**src/rtl/synth_div_pkg.sv**
```systemverilog
package synth_div_pkg;

  localparam int REF_CODE_W  = 3;
  localparam int MODE_W      = 3;
  localparam int REF_RATIO_W = 6;

  localparam logic [MODE_W-1:0] XO_MODE_OFF      = 3'b000;
  localparam logic [MODE_W-1:0] XO_MODE_HALF_DIV = 3'b010;
  localparam logic [MODE_W-1:0] XO_MODE_REF_TEST = 3'b101;

  typedef struct packed {
    logic                   legal;
    logic [REF_RATIO_W-1:0] ratio;
  } ref_dec_t;

  typedef enum logic [1:0] {
    XO_SRC_OFF  = 2'd0,
    XO_SRC_XTAL = 2'd1,
    XO_SRC_DIV  = 2'd2,
    XO_SRC_REF  = 2'd3
  } xo_src_e;

  // Sparse reference table: the legal ratio is 2 to the power of an index.
  function automatic ref_dec_t decode_ref(input logic [REF_CODE_W-1:0] code);
    ref_dec_t d;
    d.legal = 1'b1;
    case (code)
      3'b000:  d.ratio = REF_RATIO_W'(2);
      3'b001:  d.ratio = REF_RATIO_W'(4);
      3'b010:  d.ratio = REF_RATIO_W'(8);
      3'b101:  d.ratio = REF_RATIO_W'(16);
      3'b111:  d.ratio = REF_RATIO_W'(32);
      default: begin
        d.legal = 1'b0;
        d.ratio = REF_RATIO_W'(2);
      end
    endcase
    return d;
  endfunction

  function automatic xo_src_e pick_xo_src(input logic [MODE_W-1:0] mode);
    case (mode)
      XO_MODE_OFF:      return XO_SRC_OFF;
      XO_MODE_HALF_DIV: return XO_SRC_DIV;
      XO_MODE_REF_TEST: return XO_SRC_REF;
      default:          return XO_SRC_XTAL;
    endcase
  endfunction

endpackage

```
**src/rtl/ref_ratio_sel.sv**
```systemverilog
module ref_ratio_sel
  import synth_div_pkg::*;
(
  input  logic                   clk,
  input  logic                   rst_n,
  input  logic [REF_CODE_W-1:0]  code,
  output logic [REF_RATIO_W-1:0] ratio,
  output logic                   illegal
);

  ref_dec_t                dec;
  logic [REF_RATIO_W-1:0]  hold_q;

  always_comb begin
    dec     = decode_ref(code);
    illegal = ~dec.legal;
    ratio   = dec.legal ? dec.ratio : hold_q;
  end

  // Remember the last legal ratio so an illegal code falls back to it.
  always_ff @(posedge clk) begin
    if (!rst_n)         hold_q <= REF_RATIO_W'(2);
    else if (dec.legal) hold_q <= dec.ratio;
  end

endmodule

```
**src/rtl/prog_counter.sv**
```systemverilog
module prog_counter #(
  parameter int W = 15
) (
  input  logic         clk,
  input  logic         rst_n,
  input  logic         en,
  input  logic [W-1:0] ratio,
  output logic         term,
  output logic         pulse
);

  logic [W-1:0] cnt_q;

  // Terminal count is the enabled cycle at zero; the ratio is sampled only here.
  assign term = en && (cnt_q == '0);

  always_ff @(posedge clk) begin
    if (!rst_n) begin
      cnt_q <= '0;
      pulse <= 1'b0;
    end else begin
      pulse <= term;
      if (term)    cnt_q <= ratio - W'(1);
      else if (en) cnt_q <= cnt_q - W'(1);
    end
  end

endmodule

```
**src/rtl/xo_mux.sv**
```systemverilog
module xo_mux
  import synth_div_pkg::*;
(
  input  logic              clk,
  input  logic              rst_n,
  input  logic [MODE_W-1:0] mode,
  input  logic              xtal_en,
  input  logic              div_pulse,
  input  logic              comp_pulse,
  output logic              xo
);

  xo_src_e src;
  logic    div_tgl_q;
  logic    ref_tgl_q;
  logic    xo_d;

  assign src = pick_xo_src(mode);

  always_ff @(posedge clk) begin
    if (!rst_n) begin
      div_tgl_q <= 1'b0;
      ref_tgl_q <= 1'b0;
    end else begin
      if (div_pulse)  div_tgl_q <= ~div_tgl_q;
      if (comp_pulse) ref_tgl_q <= ~ref_tgl_q;
    end
  end

  always_comb begin
    case (src)
      XO_SRC_OFF:  xo_d = 1'b0;
      XO_SRC_DIV:  xo_d = div_tgl_q;
      XO_SRC_REF:  xo_d = ref_tgl_q;
      default:     xo_d = xtal_en;
    endcase
  end

  always_ff @(posedge clk) begin
    if (!rst_n) xo <= 1'b0;
    else        xo <= xo_d;
  end

endmodule

```
**src/rtl/synth_div_chain.sv**
```systemverilog
module synth_div_chain
  import synth_div_pkg::*;
#(
  parameter int N_W   = 15,
  parameter int N_MIN = 64
) (
  input  logic                  clk,
  input  logic                  rst_n,
  input  logic                  vco_en,
  input  logic                  xtal_en,
  input  logic [N_W-1:0]        n_word,
  input  logic [REF_CODE_W-1:0] ref_code,
  input  logic [MODE_W-1:0]     mode_code,
  output logic                  comp_pulse,
  output logic                  div_pulse,
  output logic                  xo_out,
  output logic                  cfg_err
);

  localparam logic [N_W-1:0] N_FLOOR = N_W'(N_MIN);

  logic [N_W-1:0]         n_eff;
  logic                   n_low;
  logic [REF_RATIO_W-1:0] r_eff;
  logic                   r_bad;
  logic                   main_term;
  logic                   ref_term;
  logic                   err_q;

  assign n_low = n_word < N_FLOOR;
  assign n_eff = n_low ? N_FLOOR : n_word;

  ref_ratio_sel u_ref_sel (
    .clk     (clk),
    .rst_n   (rst_n),
    .code    (ref_code),
    .ratio   (r_eff),
    .illegal (r_bad)
  );

  prog_counter #(.W(REF_RATIO_W)) u_ref_cnt (
    .clk   (clk),
    .rst_n (rst_n),
    .en    (xtal_en),
    .ratio (r_eff),
    .term  (ref_term),
    .pulse (comp_pulse)
  );

  prog_counter #(.W(N_W)) u_main_cnt (
    .clk   (clk),
    .rst_n (rst_n),
    .en    (vco_en),
    .ratio (n_eff),
    .term  (main_term),
    .pulse (div_pulse)
  );

  xo_mux u_xo (
    .clk        (clk),
    .rst_n      (rst_n),
    .mode       (mode_code),
    .xtal_en    (xtal_en),
    .div_pulse  (div_pulse),
    .comp_pulse (comp_pulse),
    .xo         (xo_out)
  );

  always_ff @(posedge clk) begin
    if (!rst_n) err_q <= 1'b0;
    else        err_q <= n_low | r_bad;
  end

  assign cfg_err = err_q;

endmodule

```
**config.mk**
```make
export PLATFORM = sky130hd
export DESIGN_NAME = synth_div_chain
export DESIGN_NICKNAME = d
export VERILOG_FILES = /design/src/rtl/synth_div_pkg.sv /design/src/rtl/ref_ratio_sel.sv /design/src/rtl/prog_counter.sv /design/src/rtl/xo_mux.sv /design/src/rtl/synth_div_chain.sv
export SDC_FILE = /design/constraint.sdc
export NUM_CORES = 1
export LEC_CHECK = 0
export BUFFER_PORTS_ARGS = -buffer_cell sky130_fd_sc_hd__buf_2
export CORE_MARGIN = 3
export CORE_UTILIZATION = 45
export CTS_CLUSTER_DIAMETER = 120
export DETAILED_ROUTE_END_ITERATION = 10
export SLEW_MARGIN = 0
export SYNTH_ARGS = -nofsm -noshare
export SYNTH_HDL_FRONTEND = slang
export SYNTH_SLANG_ARGS = --single-unit
```
**constraint.sdc**
```tcl
create_clock -name clk -period 4.45 [get_ports clk]
set_input_delay 0.445 -clock clk [delete_from_list [all_inputs] [get_ports clk]]
set_output_delay 0.445 -clock clk [all_outputs]
set_load 0.05 [all_outputs]
```
======== Yosys cells after proc, flatten, opt, wreduce, memory -nomap -nowiden ========
Index checks and enable logic that the tools add are counted.
storage, ports and cells
  flip-flop bits (word level) ............. 33
  bits of input ports ..................... 25
  output and inout bits ................... 4
  word-level logic and storage cells ...... 46
cells by class
  $add $sub $neg .......................... 4
  $lt $le $gt $ge ......................... 1
  equality and inequality tests ........... 8
  mux-type cells .......................... 10
  bitwise gates (word level) .............. 4
  reductions and logical operators ........ 10
operators by type and width
  cell                                                                            count
  15-bit 2-to-1 mux                                                               3
  15-bit by 1-bit subtractor with 15-bit output (second input constant)           2
  6-bit one-hot mux with 4 select lines                                           1
  6-bit 2-to-1 mux                                                                3
  15-bit logical NOT                                                              1
  15-bit by 7-bit less-than comparator with 1-bit output (second input constant)  1
  6-bit by 1-bit subtractor with 6-bit output (second input constant)             2
  3-bit equality test (second input constant)                                     3
  3-bit by 2-bit equality test with 1-bit output (second input constant)          2
  3-bit logical NOT                                                               2
  6-bit logical NOT                                                               1
  2-bit one-hot mux with 3 select lines                                           1
  5-bit OR reduction                                                              1
  2-bit equality test (second input constant)                                     2
  2-bit nonzero test                                                              2
  3-bit by 1-bit equality test with 1-bit output (second input constant)          1
  1-bit NOT                                                                       3
  1-bit one-hot mux with 3 select lines                                           1
  1-bit logical AND                                                               2
  2-bit logical NOT                                                               1
  1-bit 2-to-1 mux                                                                1
  1-bit bitwise OR                                                                1

======== Depth between registers and ports, before layout ========
Gate-level depths: netlist of run 1.
  word-level depth ........................ 6
  mapped depth ............................ 12
  mapped depth without buffers ............ 11

======== Cells and area by module ========
From an unflattened synthesis of run 1, not the netlist that was laid out.
unflattened totals
  cells, all modules ...................... 282
  area total of the unflattened synthesis .. 2307.2 um2
by module, submodules not included
  module                     instances  cells an instance  area an instance (um2)  seq. area each (um2)
  prog_counter (u_main_cnt)  1          160                1251.2                  320.3
  prog_counter (u_ref_cnt)   1          45                 416.6                   140.1
  ref_ratio_sel              1          37                 327.8                   120.1
  synth_div_chain            1          27                 178.9                   20.0
  xo_mux                     1          13                 132.6                   60.1

======== Worst setup path before layout of run 1 ========
No wires, ideal clock.
  path type ............................... input to register
  from .................................... input n_word[11]
  to ...................................... register u_main_cnt.cnt_q[10]
  setup time .............................. 120 ps
  arrival ................................. 2662 ps
  data required time ...................... 4330 ps
  path slack .............................. 1669 ps
  stages .................................. 11
  path buffers ............................ 1
  cells stage by stage .................... nor4_2 > nand3_1 > and2_1 > clkbuf_1 > a21oi_1 > ha_1 > nand2_1 > a31o_2 > nor3_2 > a21boi_0 > o31a_1
on the way
  longest elaborated chain between the ends .. 4
RTL lines
  what                                                    line                   RTL
  start: declaration                                      synth_div_chain.sv:11  input logic [N_W-1:0] n_word,
  15-bit by 7-bit less-than comparator with 1-bit output  synth_div_chain.sv:30  assign n_low = n_word < N_FLOOR;
  15-bit 2-to-1 mux                                       synth_div_chain.sv:31  assign n_eff = n_low ? N_FLOOR : n_word;
  15-bit by 1-bit subtractor with 15-bit output           prog_counter.sv:23     if (term) cnt_q <= ratio - W'(1);
  15-bit 2-to-1 mux                                       prog_counter.sv:23
  end signal: assignment                                  prog_counter.sv:23
  end signal: assignment                                  prog_counter.sv:24     else if (en) cnt_q <= cnt_q - W'(1);
  end: declaration                                        prog_counter.sv:12     logic [W-1:0] cnt_q;
No other way between the ends.
A chain may end at the register's enable or synchronous reset.

======== Worst setup path in the final report of run 1 ========
  from .................................... register u_main_cnt.cnt_q[8]
  to ...................................... register u_main_cnt.cnt_q[10]
on the way
  longest elaborated chain between the ends .. 3
  elaborated cells on any way between the ends .. 6
  those cells by class .................... add/sub (1); mux (2); reduce/logical (3)
RTL lines
  what                                                                                 line
  15-bit by 1-bit subtractor with 15-bit output or 15-bit logical NOT (tied branches)  prog_counter.sv:24, prog_counter.sv:15
  15-bit 2-to-1 mux or 1-bit logical AND (tied branches)                               prog_counter.sv:24, prog_counter.sv:15
  15-bit 2-to-1 mux or 2-bit nonzero test (tied branches)                              --
Several ways; a longest one is shown, not always the timed one. The select of a mux whose other input is x is not followed.

==> impl_results.html, run 1 <==
<table>
<tr><th>Metric</th><th>Value</th></tr>
<tr><th colspan="2">Yosys</th></tr>
<tr><td>Syn Area/Cell</td><td>roughly 8 um^2</td></tr>
<tr><td>Count of cell types in the netlist</td><td>65</td></tr>
<tr><td>Yosys Warn Count</td><td>0</td></tr>
<tr><td>Cell type with the largest total area after synthesis</td><td>sky130_fd_sc_hd__dfxtp_1</td></tr>
<tr><td>Most used standard cells in the synthesized netlist</td><td>sky130_fd_sc_hd__dfxtp_1 (33), sky130_fd_sc_hd__nor2_1 (30), sky130_fd_sc_hd__a21oi_1 (26), sky130_fd_sc_hd__nand2_1 (20), sky130_fd_sc_hd__o21ai_0 (14)</td></tr>
<tr><td>Number of flip-flops and latches in the synthesized netlist</td><td>33</td></tr>
<tr><td>Largest cells by area after synthesis</td><td>sky130_fd_sc_hd__dfxtp_1 (31%), sky130_fd_sc_hd__a21oi_1 (6.0%), sky130_fd_sc_hd__nor2_1 (5.2%)</td></tr>
<tr><td>Library cell with the highest instance count after synthesis</td><td>sky130_fd_sc_hd__dfxtp_1</td></tr>
<tr><td>Proportion of synthesized flip-flops having asynchronous set or reset</td><td>0%</td></tr>
<tr><td>Number of synthesized flops with an enable pin</td><td>0</td></tr>
<tr><td>Top cell type's share of synthesized area</td><td>30.5%</td></tr>
<tr><td>Sequential-to-total area share from yosys stat</td><td>30.5%</td></tr>
<tr><td>Commonest register cell after synthesis</td><td>sky130_fd_sc_hd__dfxtp_1</td></tr>
<tr><td>Net count after synthesis</td><td>297</td></tr>
<tr><td>Number of cells produced by synthesis</td><td>roughly 270</td></tr>
<tr><td>Post-Syn Area</td><td>~0.0022 mm^2</td></tr>
<tr><th colspan="2">CTS</th></tr>
<tr><td>Maximum number of buffers from clock root to sink</td><td>2</td></tr>
<tr><td>Clock root buffer master</td><td>sky130_fd_sc_hd__clkbuf_8</td></tr>
<tr><td>Number of gates resized after cts</td><td>0</td></tr>
<tr><td>CTS H-tree lvls</td><td>2</td></tr>
<tr><td>Total CTS buffers</td><td>5</td></tr>
<tr><td>Cts hold-fix bufs</td><td>0</td></tr>
<tr><td>Postcts setup bufs</td><td>0</td></tr>
<tr><td>Clock-pin slew reported for the worst setup and hold paths after clock tree synthesis</td><td>roughly 80 ps</td></tr>
<tr><td>CTS tree</td><td>yes</td></tr>
<tr><td>Clock Latency Late Sink</td><td>roughly 290 ps</td></tr>
<tr><td>Num Clock Sinks</td><td>33</td></tr>
<tr><th colspan="2">Die</th></tr>
<tr><td>Top-level port count</td><td>29</td></tr>
<tr><td>Die outline area</td><td>0.00568 mm^2</td></tr>
<tr><td>Number of placement rows</td><td>24</td></tr>
<tr><td>Y dimension of the die</td><td>75.3 um</td></tr>
<tr><td>Core footprint</td><td>approximately 0.0045 mm^2</td></tr>
<tr><td>Starting utilization of the core area</td><td>between 40% and 50%</td></tr>
<tr><td>Overall die width</td><td>approximately 75 um</td></tr>
<tr><th colspan="2">Routing</th></tr>
<tr><td>First drt pass iteration count</td><td>4</td></tr>
<tr><td>Per-cell via count in the routed design</td><td>slightly above 6</td></tr>
<tr><td>Vias</td><td>2103</td></tr>
<tr><td>Antenna-violating nets left</td><td>0</td></tr>
<tr><td>Total wire length</td><td>approximately 5500 um</td></tr>
<tr><td>Number of DRC markers in iteration 0</td><td>80</td></tr>
<tr><td>Post-route DRC</td><td>0</td></tr>
<tr><td>Routed len/inst</td><td>between 15 and 20 um</td></tr>
<tr><th colspan="2">Place</th></tr>
<tr><td>Placed wire-length estimate</td><td>between 3000 and 4000 um</td></tr>
<tr><td>Number of buffers added on ports</td><td>28</td></tr>
<tr><td>Post-place setup slack</td><td>between 1000 and 1500 ps</td></tr>
<tr><td>Routability congestion estimate</td><td>around 0.88</td></tr>
<tr><td>Post-placement cell area</td><td>around 0.0023 mm^2</td></tr>
<tr><th colspan="2">STA</th></tr>
<tr><td>Worst Setup Slack, final</td><td>approximately 1500 ps</td></tr>
<tr><td>Achievable clock frequency</td><td>roughly 340 MHz</td></tr>
<tr><td>Final period demand of the worst path</td><td>a little under 3000 ps</td></tr>
<tr><td># setup viols final</td><td>0</td></tr>
<tr><td>Period utilization</td><td>about 66%</td></tr>
<tr><td>Max Transition Viols Final</td><td>0</td></tr>
<tr><td>Setup tns final</td><td>0 ps</td></tr>
<tr><td>RSZ-0062 raised after global routing</td><td>no</td></tr>
<tr><td>Slew at the pin with the worst max-slew slack</td><td>approximately 760 ps</td></tr>
<tr><td>Final hold vios</td><td>0</td></tr>
<tr><td>Worst setup skew after layout</td><td>between 9 and 10 ps</td></tr>
<tr><td>Worst relative slew slack</td><td>roughly half</td></tr>
<tr><th colspan="2">GRT</th></tr>
<tr><td>Highest-utilization routing layer at the global route stage</td><td>met2</td></tr>
<tr><td>Wire length of the first global-routing pass</td><td>approximately 9000 um</td></tr>
<tr><td>Global route total overflow</td><td>0</td></tr>
<tr><td>Pin count of the biggest net entering global routing</td><td>27</td></tr>
<tr><td>Global routing usage on met3</td><td>~4.4%</td></tr>
<tr><td>Met1 usage in global routing</td><td>between 20% and 30%</td></tr>
<tr><td>Vias in the first global route</td><td>approximately 1900</td></tr>
<tr><td>GR Layer Usage met2</td><td>around a third</td></tr>
<tr><td>Global-route usage over all layers</td><td>approximately a fifth</td></tr>
<tr><td>Number of antenna violations at the first check in global routing</td><td>0</td></tr>
<tr><th colspan="2">Setup path</th></tr>
<tr><td>Start of the worst register-to-register path</td><td>u_main_cnt.cnt_q[8]</td></tr>
<tr><td>CP Capture Type</td><td>register</td></tr>
<tr><td>Maximum fanout count along the critical path</td><td>10</td></tr>
<tr><td>Req. time, crit path</td><td>approximately 4600 ps</td></tr>
<tr><td>First element of the critical path</td><td>u_main_cnt.cnt_q[8]</td></tr>
<tr><td>Data arrival at the endpoint of the critical path</td><td>between 3000 and 4000 ps</td></tr>
<tr><td>Type of origin of the critical path</td><td>register</td></tr>
<tr><td>Classification of the worst setup path</td><td>register to register</td></tr>
<tr><th colspan="2">Job</th></tr>
<tr><td>Number of maximum-capacitance constraint violations</td><td>0</td></tr>
<tr><th colspan="2">Cells and area</th></tr>
<tr><td>Register area</td><td>661 um^2</td></tr>
<tr><td>Fin nets</td><td>about 320</td></tr>
<tr><td>Post-layout instance area</td><td>about 0.0024 mm^2</td></tr>
<tr><td>Share of post-route cells with drive strength above 1</td><td>~20%</td></tr>
<tr><td>Antenna cell count</td><td>0</td></tr>
<tr><td>Share of the core filled with cells in the final layout</td><td>about 54%</td></tr>
<tr><td>Area occupied by multi-input gates</td><td>~0.0014 mm^2</td></tr>
<tr><td>Synth-to-layout area growth</td><td>11.5%</td></tr>
<tr><td>Final-layout fill cell count</td><td>441</td></tr>
<tr><th colspan="2">Power and ir drop</th></tr>
<tr><td>Overall power consumption</td><td>roughly 1.3 mW</td></tr>
<tr><td>P per Cell Area</td><td>roughly 550 mW/mm^2</td></tr>
<tr><td>Leakage power of the design</td><td>0.936 nW</td></tr>
<tr><td>Worst-case vdd ir drop</td><td>~0.00027 V</td></tr>
<tr><th colspan="2">Hold path</th></tr>
<tr><td>Beginning of the worst hold path</td><td>mode_code[0]</td></tr>
<tr><td>Hold Crit Class</td><td>input port to register</td></tr>
<tr><th colspan="2">Outcome</th></tr>
<tr><td>Outcome</td><td>complete, no violations</td></tr>
</table>
-- final cells by class --
class	count	share of cell area [%]
clock buffer	5	2.85
clock inverter	3	0.726
inverter	8	1.24
multi-input combinational	219	59.3
sequential	33	27.4
tap	52	2.70
timing repair buffer	28	5.81
-- power breakdown --
group	internal, mW	leakage [nW]	switching (mW)	total (mW)
combinational	0.273	0.622	0.381	0.653
sequential	0.361	0.271	0.0840	0.445
clock	0.108	0.0439	0.122	0.230
-- cells by family (layout without fill, tap and decap cells) --
group	after synthesis	count (layout)	synth area share, %
AO/OA/AOI/OAI	82	82	25.2
XOR/XNOR	2	2	0.810
adder cells (fa/ha/maj)	3	3	1.74
buffers and inverters	17	44	3.35
flip-flops	33	33	30.5
multiplexers	9	9	4.34
AND/OR/NAND/NOR	123	123	34.0
-- per-layer routing --
| layer | vias up | wire (um) |
|---|---|---|
| met5 | - | 0 |
| li1 | 1069 | - |
| met4 | 0 | 80 |
| met3 | 8 | 235 |
| met2 | 57 | 2670 |
| met1 | 969 | 2550 |
-- state kept, by name, indices dropped and copies added (netlist names) --
name and flops:
u_ref_sel.hold_q 6, cfg_err 1, u_ref_cnt.pulse 1, u_xo.div_tgl_q 1
u_main_cnt.pulse 1, u_xo.ref_tgl_q 1, u_main_cnt.cnt_q 15, u_ref_cnt.cnt_q 6
u_xo.xo 1
-- final timing paths --
kind	slack [ps]	depth (start not counted)	to
setup reg to reg	1490	10	u_main_cnt.cnt_q[10]
hold / removal	350	2	u_xo.xo
setup / recovery	1490	10	u_main_cnt.cnt_q[10]
hold reg to reg	500	2	u_xo.div_tgl_q
-- through the flow --
step                std cells  hold slack (ps)
floorplan                 269              474
global placement          340              479
finish                    348              354
global route              348              345
CTS                       348              343
detailed placement        340              493
-- critical path: stages, from the launching register on --
cell and delay (ps):
sky130_fd_sc_hd__dfxtp_1 380, sky130_fd_sc_hd__nor4_1 500, sky130_fd_sc_hd__and4_1 530, sky130_fd_sc_hd__and2_1 320, sky130_fd_sc_hd__a21oi_1 150, sky130_fd_sc_hd__ha_1 200, sky130_fd_sc_hd__nand2_1 60, sky130_fd_sc_hd__a31o_2 160
sky130_fd_sc_hd__nor3_2 70, sky130_fd_sc_hd__and4b_1 200, sky130_fd_sc_hd__o31a_1 260
-- cell usage in the layout (no fill, tap or decap), drive strengths merged, types with 6 or more instances in the layout --
master / n
nand2b: 6
dfxtp: 33
nor2: 30
a211oi: 7
nor4: 6
or3: 6
buf: 28
nand2: 20
inv: 7
o21ai: 14
nand3: 7
nor3: 11
mux2i: 6
a21oi: 26
Power figures use the tool's default switching activity.
==> inputs of run 2 (changes only) <==
--- a/config.mk
+++ b/config.mk
@@ -5,6 +5,7 @@
 export SDC_FILE = /design/constraint.sdc
 export NUM_CORES = 1
 export LEC_CHECK = 0
+export ABC_AREA = 1
 export BUFFER_PORTS_ARGS = -buffer_cell sky130_fd_sc_hd__buf_2
 export CORE_MARGIN = 3
 export CORE_UTILIZATION = 45
==> constraint.sdc (replaced) <==
create_clock -name clk -period 2.73 [get_ports clk]
set_input_delay 0.273 -clock clk [delete_from_list [all_inputs] [get_ports clk]]
set_output_delay 0.273 -clock clk [all_outputs]
set_load 0.05 [all_outputs]
==> impl_results.html, run 2 <==
<table>
<tr><th>Metric</th><th>Value</th></tr>
<tr><th colspan="2">Cells and area</th></tr>
<tr><td>Most common cell after layout, fill and taps aside</td><td>sky130_fd_sc_hd__nand2_1</td></tr>
<tr><td>Largest registers</td><td>u_main_cnt.cnt_q x15, u_ref_cnt.cnt_q x6, u_ref_sel.hold_q x6</td></tr>
<tr><td>Flip-flop count of the largest register, all copies and words added</td><td>15</td></tr>
<tr><td>Share of post-route cells with drive strength above 1</td><td>between 15 and 20%</td></tr>
<tr><td>Fin nets</td><td>between 400 and 500</td></tr>
<tr><td>Synth-to-layout area growth</td><td>13.2%</td></tr>
<tr><td>Highest-count cells in the layout ignoring fill and taps</td><td>sky130_fd_sc_hd__nand2_1 (79), sky130_fd_sc_hd__inv_1 (67), sky130_fd_sc_hd__nor2_1 (52)</td></tr>
<tr><td>Antenna cell count</td><td>0</td></tr>
<tr><td>Register containing the most flip-flops in the final layout</td><td>u_main_cnt.cnt_q</td></tr>
<tr><th colspan="2">CTS</th></tr>
<tr><td>Cts hold-fix bufs</td><td>0</td></tr>
<tr><td>Clock root buffer master</td><td>sky130_fd_sc_hd__clkbuf_8</td></tr>
<tr><td>Number of gates resized after cts</td><td>0</td></tr>
<tr><td>CTS H-tree lvls</td><td>2</td></tr>
<tr><td>Total CTS buffers</td><td>5</td></tr>
<tr><td>Postcts setup bufs</td><td>0</td></tr>
<tr><td>Clock-pin slew reported for the worst setup and hold paths after clock tree synthesis</td><td>approximately 80 ps</td></tr>
<tr><td>CTS tree</td><td>yes</td></tr>
<tr><td>Maximum number of buffers from clock root to sink</td><td>2</td></tr>
<tr><td>Num Clock Sinks</td><td>33</td></tr>
<tr><td>Clock Latency Late Sink</td><td>a little under 300 ps</td></tr>
<tr><th colspan="2">Yosys</th></tr>
<tr><td>Largest cells by area after synthesis</td><td>sky130_fd_sc_hd__dfxtp_1 (29%), sky130_fd_sc_hd__nand2_1 (13%), sky130_fd_sc_hd__inv_1 (11%)</td></tr>
<tr><td>Top cell type's share of synthesized area</td><td>between 20% and 30%</td></tr>
<tr><td>Net count after synthesis</td><td>394</td></tr>
<tr><td>Yosys Warn Count</td><td>0</td></tr>
<tr><td>Most used standard cells in the synthesized netlist</td><td>sky130_fd_sc_hd__nand2_1 (79), sky130_fd_sc_hd__inv_1 (67), sky130_fd_sc_hd__nor2_1 (52), sky130_fd_sc_hd__dfxtp_1 (33), sky130_fd_sc_hd__nand3_1 (27)</td></tr>
<tr><td>Sequential-to-total area share from yosys stat</td><td>slightly below 30%</td></tr>
<tr><td>Number of flip-flops and latches in the synthesized netlist</td><td>33</td></tr>
<tr><td>Post-Syn Area</td><td>0.00228 mm^2</td></tr>
<tr><td>Cell type with the largest total area after synthesis</td><td>sky130_fd_sc_hd__dfxtp_1</td></tr>
<tr><td>Proportion of synthesized flip-flops having asynchronous set or reset</td><td>0%</td></tr>
<tr><td>Library cell with the highest instance count after synthesis</td><td>sky130_fd_sc_hd__nand2_1</td></tr>
<tr><td>Count of cell types in the netlist</td><td>34</td></tr>
<tr><td>Commonest register cell after synthesis</td><td>sky130_fd_sc_hd__dfxtp_1</td></tr>
<tr><td>Number of synthesized flops with an enable pin</td><td>0</td></tr>
<tr><td>Syn Area/Cell</td><td>6.23 um^2</td></tr>
<tr><td>Number of cells produced by synthesis</td><td>approximately 370</td></tr>
<tr><th colspan="2">Place</th></tr>
<tr><td>Placed wire-length estimate</td><td>~4200 um</td></tr>
<tr><td>Number of buffers added on ports</td><td>28</td></tr>
<tr><td>Routability congestion estimate</td><td>a little over 0.8</td></tr>
<tr><th colspan="2">Setup path</th></tr>
<tr><td>Critical Path Stages</td><td>14</td></tr>
<tr><td>Cell repeated most along the worst path</td><td>sky130_fd_sc_hd__nand2_1</td></tr>
<tr><td>Maximum fanout count along the critical path</td><td>9</td></tr>
<tr><td>Worst path buffer plus inverter count</td><td>2</td></tr>
<tr><td>First element of the critical path</td><td>u_main_cnt.cnt_q[1]</td></tr>
<tr><td>Data arrival at the endpoint of the critical path</td><td>2170 ps</td></tr>
<tr><td>Dominant delay contributor by cell family on the critical path</td><td>simple AND/OR/NAND/NOR gates</td></tr>
<tr><td>Worst setup path end</td><td>u_main_cnt.cnt_q[8]</td></tr>
<tr><td>Start of the worst register-to-register path</td><td>u_main_cnt.cnt_q[1]</td></tr>
<tr><td>Slack of the worst reg-to-reg path</td><td>~750 ps</td></tr>
<tr><td>CP Capture Type</td><td>register</td></tr>
<tr><td>Req. time, crit path</td><td>between 2000 and 3000 ps</td></tr>
<tr><td>Delay of the slowest cell on the worst path</td><td>390 ps</td></tr>
<tr><td>Worst path slowest cell</td><td>sky130_fd_sc_hd__dfxtp_1</td></tr>
<tr><td>Worst Reg2Reg Path Length in Cells</td><td>14</td></tr>
<tr><td>Classification of the worst setup path</td><td>register to register</td></tr>
<tr><td>Type of origin of the critical path</td><td>register</td></tr>
<tr><td>Worst R2R End</td><td>u_main_cnt.cnt_q[8]</td></tr>
<tr><td>Critical path cell sequence</td><td>nor2_1 -&gt; nand2_1 -&gt; inv_2 -&gt; nand2_2 -&gt; nor2_8 -&gt; a21oi_2 -&gt; ha_1 -&gt; nand2_2 -&gt; nor2_4 -&gt; nand2_1 -&gt; nand2_1 -&gt; nand3_1 -&gt; nand2_1 -&gt; inv_1</td></tr>
<tr><th colspan="2">Die</th></tr>
<tr><td>Y dimension of the die</td><td>a little under 80 um</td></tr>
<tr><td>Starting utilization of the core area</td><td>between 40 and 50%</td></tr>
<tr><td>Overall die width</td><td>between 70 and 80 um</td></tr>
<tr><td>Number of placement rows</td><td>25</td></tr>
<tr><td>Core footprint</td><td>0.00482 mm^2</td></tr>
<tr><td>Die outline area</td><td>just under 0.006 mm^2</td></tr>
<tr><td>Top-level port count</td><td>29</td></tr>
<tr><th colspan="2">GRT</th></tr>
<tr><td>Wire length of the first global-routing pass</td><td>9450 um</td></tr>
<tr><td>Number of antenna violations at the first check in global routing</td><td>0</td></tr>
<tr><td>Vias in the first global route</td><td>1985</td></tr>
<tr><td>Pin count of the biggest net entering global routing</td><td>20</td></tr>
<tr><td>Global-route usage over all layers</td><td>about a fifth</td></tr>
<tr><td>Global route total overflow</td><td>0</td></tr>
<tr><th colspan="2">Hold path</th></tr>
<tr><td>Hold Crit Class</td><td>input port to register</td></tr>
<tr><td>Cell depth of the worst hold path</td><td>3</td></tr>
<tr><th colspan="2">Routing</th></tr>
<tr><td>Post-route DRC</td><td>0</td></tr>
<tr><td>Per-cell via count in the routed design</td><td>between 4 and 5</td></tr>
<tr><td>Vias</td><td>2180</td></tr>
<tr><td>Number of DRC markers in iteration 0</td><td>77</td></tr>
<tr><td>Met2 WL</td><td>approximately 2100 um</td></tr>
<tr><td>Routed len/inst</td><td>between 10 and 15 um</td></tr>
<tr><td>Total wire length</td><td>between 5000 and 6000 um</td></tr>
<tr><td>Routed wire length on met3</td><td>398 um</td></tr>
<tr><td>Top Layer Used</td><td>met4</td></tr>
<tr><td>Total routed wire length on the met1 layer</td><td>about 2800 um</td></tr>
<tr><td>First drt pass iteration count</td><td>4</td></tr>
<tr><td>Antenna-violating nets left</td><td>0</td></tr>
<tr><th colspan="2">STA</th></tr>
<tr><td>RSZ-0062 raised after global routing</td><td>no</td></tr>
<tr><td>Period utilization</td><td>between 70 and 80%</td></tr>
<tr><td>Slew at the pin with the worst max-slew slack</td><td>a little under 400 ps</td></tr>
<tr><td>Worst setup skew after layout</td><td>7.19 ps</td></tr>
<tr><td>Final period demand of the worst path</td><td>1980 ps</td></tr>
<tr><td>Final hold vios</td><td>0</td></tr>
<tr><td>Achievable clock frequency</td><td>a little over 500 MHz</td></tr>
<tr><td># setup viols final</td><td>0</td></tr>
<tr><td>Worst relative slew slack</td><td>73.6%</td></tr>
<tr><td>Max Transition Viols Final</td><td>0</td></tr>
<tr><td>Setup tns final</td><td>0 ps</td></tr>
<tr><th colspan="2">Power and ir drop</th></tr>
<tr><td>Worst-case vdd ir drop</td><td>0.000216 V</td></tr>
<tr><td>P per Cell Area</td><td>518 mW/mm^2</td></tr>
<tr><td>Overall power consumption</td><td>about 1.3 mW</td></tr>
<tr><td>Leakage power of the design</td><td>~1.4 nW</td></tr>
<tr><th colspan="2">Outcome</th></tr>
<tr><td>Outcome</td><td>complete, no violations</td></tr>
<tr><th colspan="2">Job</th></tr>
<tr><td>Number of maximum-capacitance constraint violations</td><td>0</td></tr>
</table>
-- run 2: worst min-delay path, cell delays in order --
cell                      delay [ps]
sky130_fd_sc_hd__buf_2           150
sky130_fd_sc_hd__o21ai_0          80
sky130_fd_sc_hd__a21oi_1          40
-- run 2: metrics by stage --
step                      instance area, um^2  hold slack (ps)  cells  worst slack [ps]  utilization [%]
after floorplan                          2280              405    366              1020                -
after detailed placement                 2490              444    458               618             51.8
after global routing                     2580              283    466               519             53.6
after CTS                                2580              290    466               745             53.6
after global placement                   2490              433    458               674             51.8
final                                    2580              296    466               750             53.6
-- run 2: final cells by class --
type                       count  area (um^2)
clock buffer                   5         68.8
inverter                      72          270
sequential                    33          661
multi-input combinational    255         1320
timing repair buffer          31          163
fill                         540         2240
tap                           67         83.8
clock inverter                 3         17.5
-- run 2: kinds of logic after synthesis --
| kind of cell | count (synthesis) | synth area share, % |
|---|---|---|
| flip-flops | 33 | 29.0 |
| XOR/XNOR | 4 | 1.54 |
| buffers and inverters | 78 | 13.3 |
| AND/OR/NAND/NOR | 197 | 42.5 |
| adder cells (fa/ha/maj) | 3 | 1.65 |
| AO/OA/AOI/OAI | 51 | 12.1 |
-- run 2: report_power, final --
group / internal [mW] / switching, mW / leakage, nW
logic: 0.148 / 0.281 / 1.04
registers: 0.518 / 0.0198 / 0.272
clock network: 0.176 / 0.193 / 0.0439
total: 0.842 / 0.494 / 1.36
-- run 2: worst min-delay path by stage --
| stage | startpoint | end | slack (ps) |
|---|---|---|---|
| 5_1_grt | mode_code[1] | u_xo.xo | 280 |
| 4_1_cts | mode_code[1] | u_xo.xo | 290 |
| 3_3_place_gp | u_ref_sel.hold_q[0] | u_ref_sel.hold_q[0] | 430 |
| 6_report | rst_n | u_main_cnt.cnt_q[0] | 300 |
| 3_5_place_dp | u_ref_sel.hold_q[0] | u_ref_sel.hold_q[0] | 440 |
| 2_1_floorplan | rst_n | u_main_cnt.cnt_q[2] | 410 |
-- run 2: per-layer routing --
layer  vias to the layer above  global-route usage (%)
li1                       1193                       -
met1                       924                    29.5
met2                        59                    27.9
met3                         4                    4.69
met4                         0                    5.34
met5                         -                       0
==> inputs of run 3 (changes only) <==
--- a/config.mk
+++ b/config.mk
@@ -11,6 +11,7 @@
 export CORE_UTILIZATION = 45
 export CTS_CLUSTER_DIAMETER = 120
 export DETAILED_ROUTE_END_ITERATION = 10
+export PLACE_DENSITY = 0.67
 export SLEW_MARGIN = 0
 export SYNTH_ARGS = -nofsm -noshare
 export SYNTH_HDL_FRONTEND = slang
==> constraint.sdc (replaced) <==
create_clock -name clk -period 1.8 [get_ports clk]
set_input_delay 0.18 -clock clk [delete_from_list [all_inputs] [get_ports clk]]
set_output_delay 0.18 -clock clk [all_outputs]
set_load 0.05 [all_outputs]
==> impl_results.html, run 3 (synthesis results as in run 2) <==
<table>
<tr><th>Metric</th><th>Value</th></tr>
<tr><th colspan="2">Routing</th></tr>
<tr><td>Antenna-violating nets left</td><td>0</td></tr>
<tr><td>Total wire length</td><td>5700 um</td></tr>
<tr><td>Number of DRC markers in iteration 0</td><td>roughly 140</td></tr>
<tr><td>First drt pass iteration count</td><td>5</td></tr>
<tr><td>Routed len/inst</td><td>approximately 12 um</td></tr>
<tr><td>Post-route DRC</td><td>0</td></tr>
<tr><td>Per-cell via count in the routed design</td><td>4.81</td></tr>
<tr><td>Vias</td><td>between 2000 and 2500</td></tr>
<tr><th colspan="2">STA</th></tr>
<tr><td>Setup tns final</td><td>-37.0 ps</td></tr>
<tr><td>Achievable clock frequency</td><td>between 500 and 600 MHz</td></tr>
<tr><td>Final hold vios</td><td>0</td></tr>
<tr><td>Worst setup skew after layout</td><td>~12 ps</td></tr>
<tr><td>Final period demand of the worst path</td><td>1830 ps</td></tr>
<tr><td>RSZ-0062 raised after global routing</td><td>yes</td></tr>
<tr><td>Slew at the pin with the worst max-slew slack</td><td>around 300 ps</td></tr>
<tr><td># setup viols final</td><td>3</td></tr>
<tr><td>Worst Setup Slack, final</td><td>-25.4 ps</td></tr>
<tr><td>Period utilization</td><td>101%</td></tr>
<tr><td>Max Transition Viols Final</td><td>0</td></tr>
<tr><td>Worst hold slack</td><td>just over 200 ps</td></tr>
<tr><td>Worst relative slew slack</td><td>between 70% and 80%</td></tr>
<tr><th colspan="2">Power and ir drop</th></tr>
<tr><td>Leakage power of the design</td><td>between 1 and 1.5 nW</td></tr>
<tr><td>Worst-case vdd ir drop</td><td>approximately 0.00039 V</td></tr>
<tr><td>P per Cell Area</td><td>about 750 mW/mm^2</td></tr>
<tr><th colspan="2">Die</th></tr>
<tr><td>Starting utilization of the core area</td><td>a little under half</td></tr>
<tr><td>Number of placement rows</td><td>25</td></tr>
<tr><td>Top-level port count</td><td>29</td></tr>
<tr><td>Overall die width</td><td>approximately 77 um</td></tr>
<tr><td>Y dimension of the die</td><td>between 70 and 80 um</td></tr>
<tr><td>Core footprint</td><td>~0.0048 mm^2</td></tr>
<tr><td>Die outline area</td><td>0.00596 mm^2</td></tr>
<tr><th colspan="2">CTS</th></tr>
<tr><td>Clock-pin slew reported for the worst setup and hold paths after clock tree synthesis</td><td>~80 ps</td></tr>
<tr><td>Num Clock Sinks</td><td>33</td></tr>
<tr><td>Cts hold-fix bufs</td><td>0</td></tr>
<tr><td>CTS H-tree lvls</td><td>2</td></tr>
<tr><td>CTS tree</td><td>yes</td></tr>
<tr><td>Maximum number of buffers from clock root to sink</td><td>2</td></tr>
<tr><td>Clock root buffer master</td><td>sky130_fd_sc_hd__clkbuf_8</td></tr>
<tr><td>Clock Latency Late Sink</td><td>about 290 ps</td></tr>
<tr><td>Total CTS buffers</td><td>5</td></tr>
<tr><th colspan="2">GRT</th></tr>
<tr><td>Global route total overflow</td><td>0</td></tr>
<tr><td>Global-route usage over all layers</td><td>around a fifth</td></tr>
<tr><td>Number of antenna violations at the first check in global routing</td><td>0</td></tr>
<tr><td>Pin count of the biggest net entering global routing</td><td>21</td></tr>
<tr><td>Vias in the first global route</td><td>around 2200</td></tr>
<tr><td>Wire length of the first global-routing pass</td><td>9810 um</td></tr>
<tr><th colspan="2">Place</th></tr>
<tr><td>Routability congestion estimate</td><td>around 0.95</td></tr>
<tr><td>Number of cells after detailed placement</td><td>482</td></tr>
<tr><td>Post-place setup slack</td><td>-201 ps</td></tr>
<tr><td>Number of buffers added on ports</td><td>28</td></tr>
<tr><td>Placed wire-length estimate</td><td>approximately 4400 um</td></tr>
<tr><th colspan="2">Setup path</th></tr>
<tr><td>Data arrival at the endpoint of the critical path</td><td>just over 2000 ps</td></tr>
<tr><td>Classification of the worst setup path</td><td>register to register</td></tr>
<tr><td>Req. time, crit path</td><td>around 2000 ps</td></tr>
<tr><td>Maximum fanout count along the critical path</td><td>4</td></tr>
<tr><td>CP Capture Type</td><td>register</td></tr>
<tr><td>Type of origin of the critical path</td><td>register</td></tr>
<tr><th colspan="2">Job</th></tr>
<tr><td>Number of maximum-capacitance constraint violations</td><td>0</td></tr>
<tr><th colspan="2">Outcome</th></tr>
<tr><td>Outcome</td><td>complete, but fails checks</td></tr>
<tr><td>Violations in the final reports</td><td>setup timing</td></tr>
<tr><th colspan="2">Cells and area</th></tr>
<tr><td>Highest-count cells in the layout ignoring fill and taps</td><td>sky130_fd_sc_hd__nand2_1 (73), sky130_fd_sc_hd__inv_1 (67), sky130_fd_sc_hd__nor2_1 (48)</td></tr>
<tr><td>Synth-to-layout area growth</td><td>25.8%</td></tr>
<tr><td>Flip-flop count of the largest register, all copies and words added</td><td>15</td></tr>
<tr><td>Antenna cell count</td><td>0</td></tr>
<tr><td>Fin nets</td><td>between 400 and 500</td></tr>
<tr><td>Share of post-route cells with drive strength above 1</td><td>about 28%</td></tr>
<tr><td>Register containing the most flip-flops in the final layout</td><td>u_main_cnt.cnt_q</td></tr>
<tr><td>Post-layout instance count excluding filler cells</td><td>a little under 500</td></tr>
<tr><td>Most common cell after layout, fill and taps aside</td><td>sky130_fd_sc_hd__nand2_1</td></tr>
<tr><td>Largest registers</td><td>u_main_cnt.cnt_q x15, u_ref_cnt.cnt_q x6, u_ref_sel.hold_q x6</td></tr>
<tr><td>Final-layout fill cell count</td><td>512</td></tr>
<tr><th colspan="2">Hold path</th></tr>
<tr><td>Hold Crit Class</td><td>input port to register</td></tr>
</table>
run 3: metal layers:
layer,routed length [um],vias up,track usage [%]
li1,-,1246,-
met1,2790,1034,28.0
met2,2540,78,32.8
met3,344,5,4.11
met4,29,0,4.09
met5,0,-,0
run 3: worst max-delay path: stages, from the launching register on:
cell and delay, ps:
sky130_fd_sc_hd__dfxtp_2 330, sky130_fd_sc_hd__nor2_1 110, sky130_fd_sc_hd__nand2_1 100, sky130_fd_sc_hd__buf_4 150
sky130_fd_sc_hd__nor2_4 150, sky130_fd_sc_hd__buf_4 140, sky130_fd_sc_hd__nand3_1 130, sky130_fd_sc_hd__nand2_2 120
sky130_fd_sc_hd__nor2_2 60, sky130_fd_sc_hd__and2_1 170, sky130_fd_sc_hd__nand3_1 90, sky130_fd_sc_hd__nand2_1 50
sky130_fd_sc_hd__nand3_1 70, sky130_fd_sc_hd__nand2_1 50, sky130_fd_sc_hd__inv_1 40
run 3: where the power goes:
part / internal (mW) / switching, mW / total, mW
sequential: 0.787 / 0.0267 / 0.814
clock: 0.267 / 0.284 / 0.551
combinational: 0.308 / 0.484 / 0.791
run 3: worst paths after layout:
path	slack, ps	depth (start not counted)	start	end
min reg2reg	450	2	u_ref_sel.hold_q[0]	u_ref_sel.hold_q[0]
max	-30	14	u_main_cnt.cnt_q[10]	u_main_cnt.cnt_q[11]
min	200	4	mode_code[1]	u_xo.xo
max reg2reg	-30	14	u_main_cnt.cnt_q[10]	u_main_cnt.cnt_q[11]
run 3: cell type report:
type	count	area, um^2	area share [%]
Clock buffer	5	68.8	2.40
Clock inverter	3	17.5	0.611
Inverter	72	270	9.42
Multi-Input combinational cell	255	1410	49.1
Sequential cell	33	664	23.2
Tap cell	67	83.8	2.92
Timing Repair Buffer	56	354	12.3
run 3: repair_timing:
item / in CTS / in global routing
setup buffers: 0 / 1
gates resized for setup: 11 / 16
pin swaps: 2 / 3
setup endpoints to repair: 9 / 13
run 3: stage by stage:
step                      utilization [%]  power (mW)  area, um^2
final                                59.5        2.16        2870
after global routing                 59.5        2.30        2870
after CTS                            58.3        2.13        2810
after detailed placement             55.5        1.55        2670
after global placement               55.5        1.54        2670
after floorplan                         -        1.34        2280
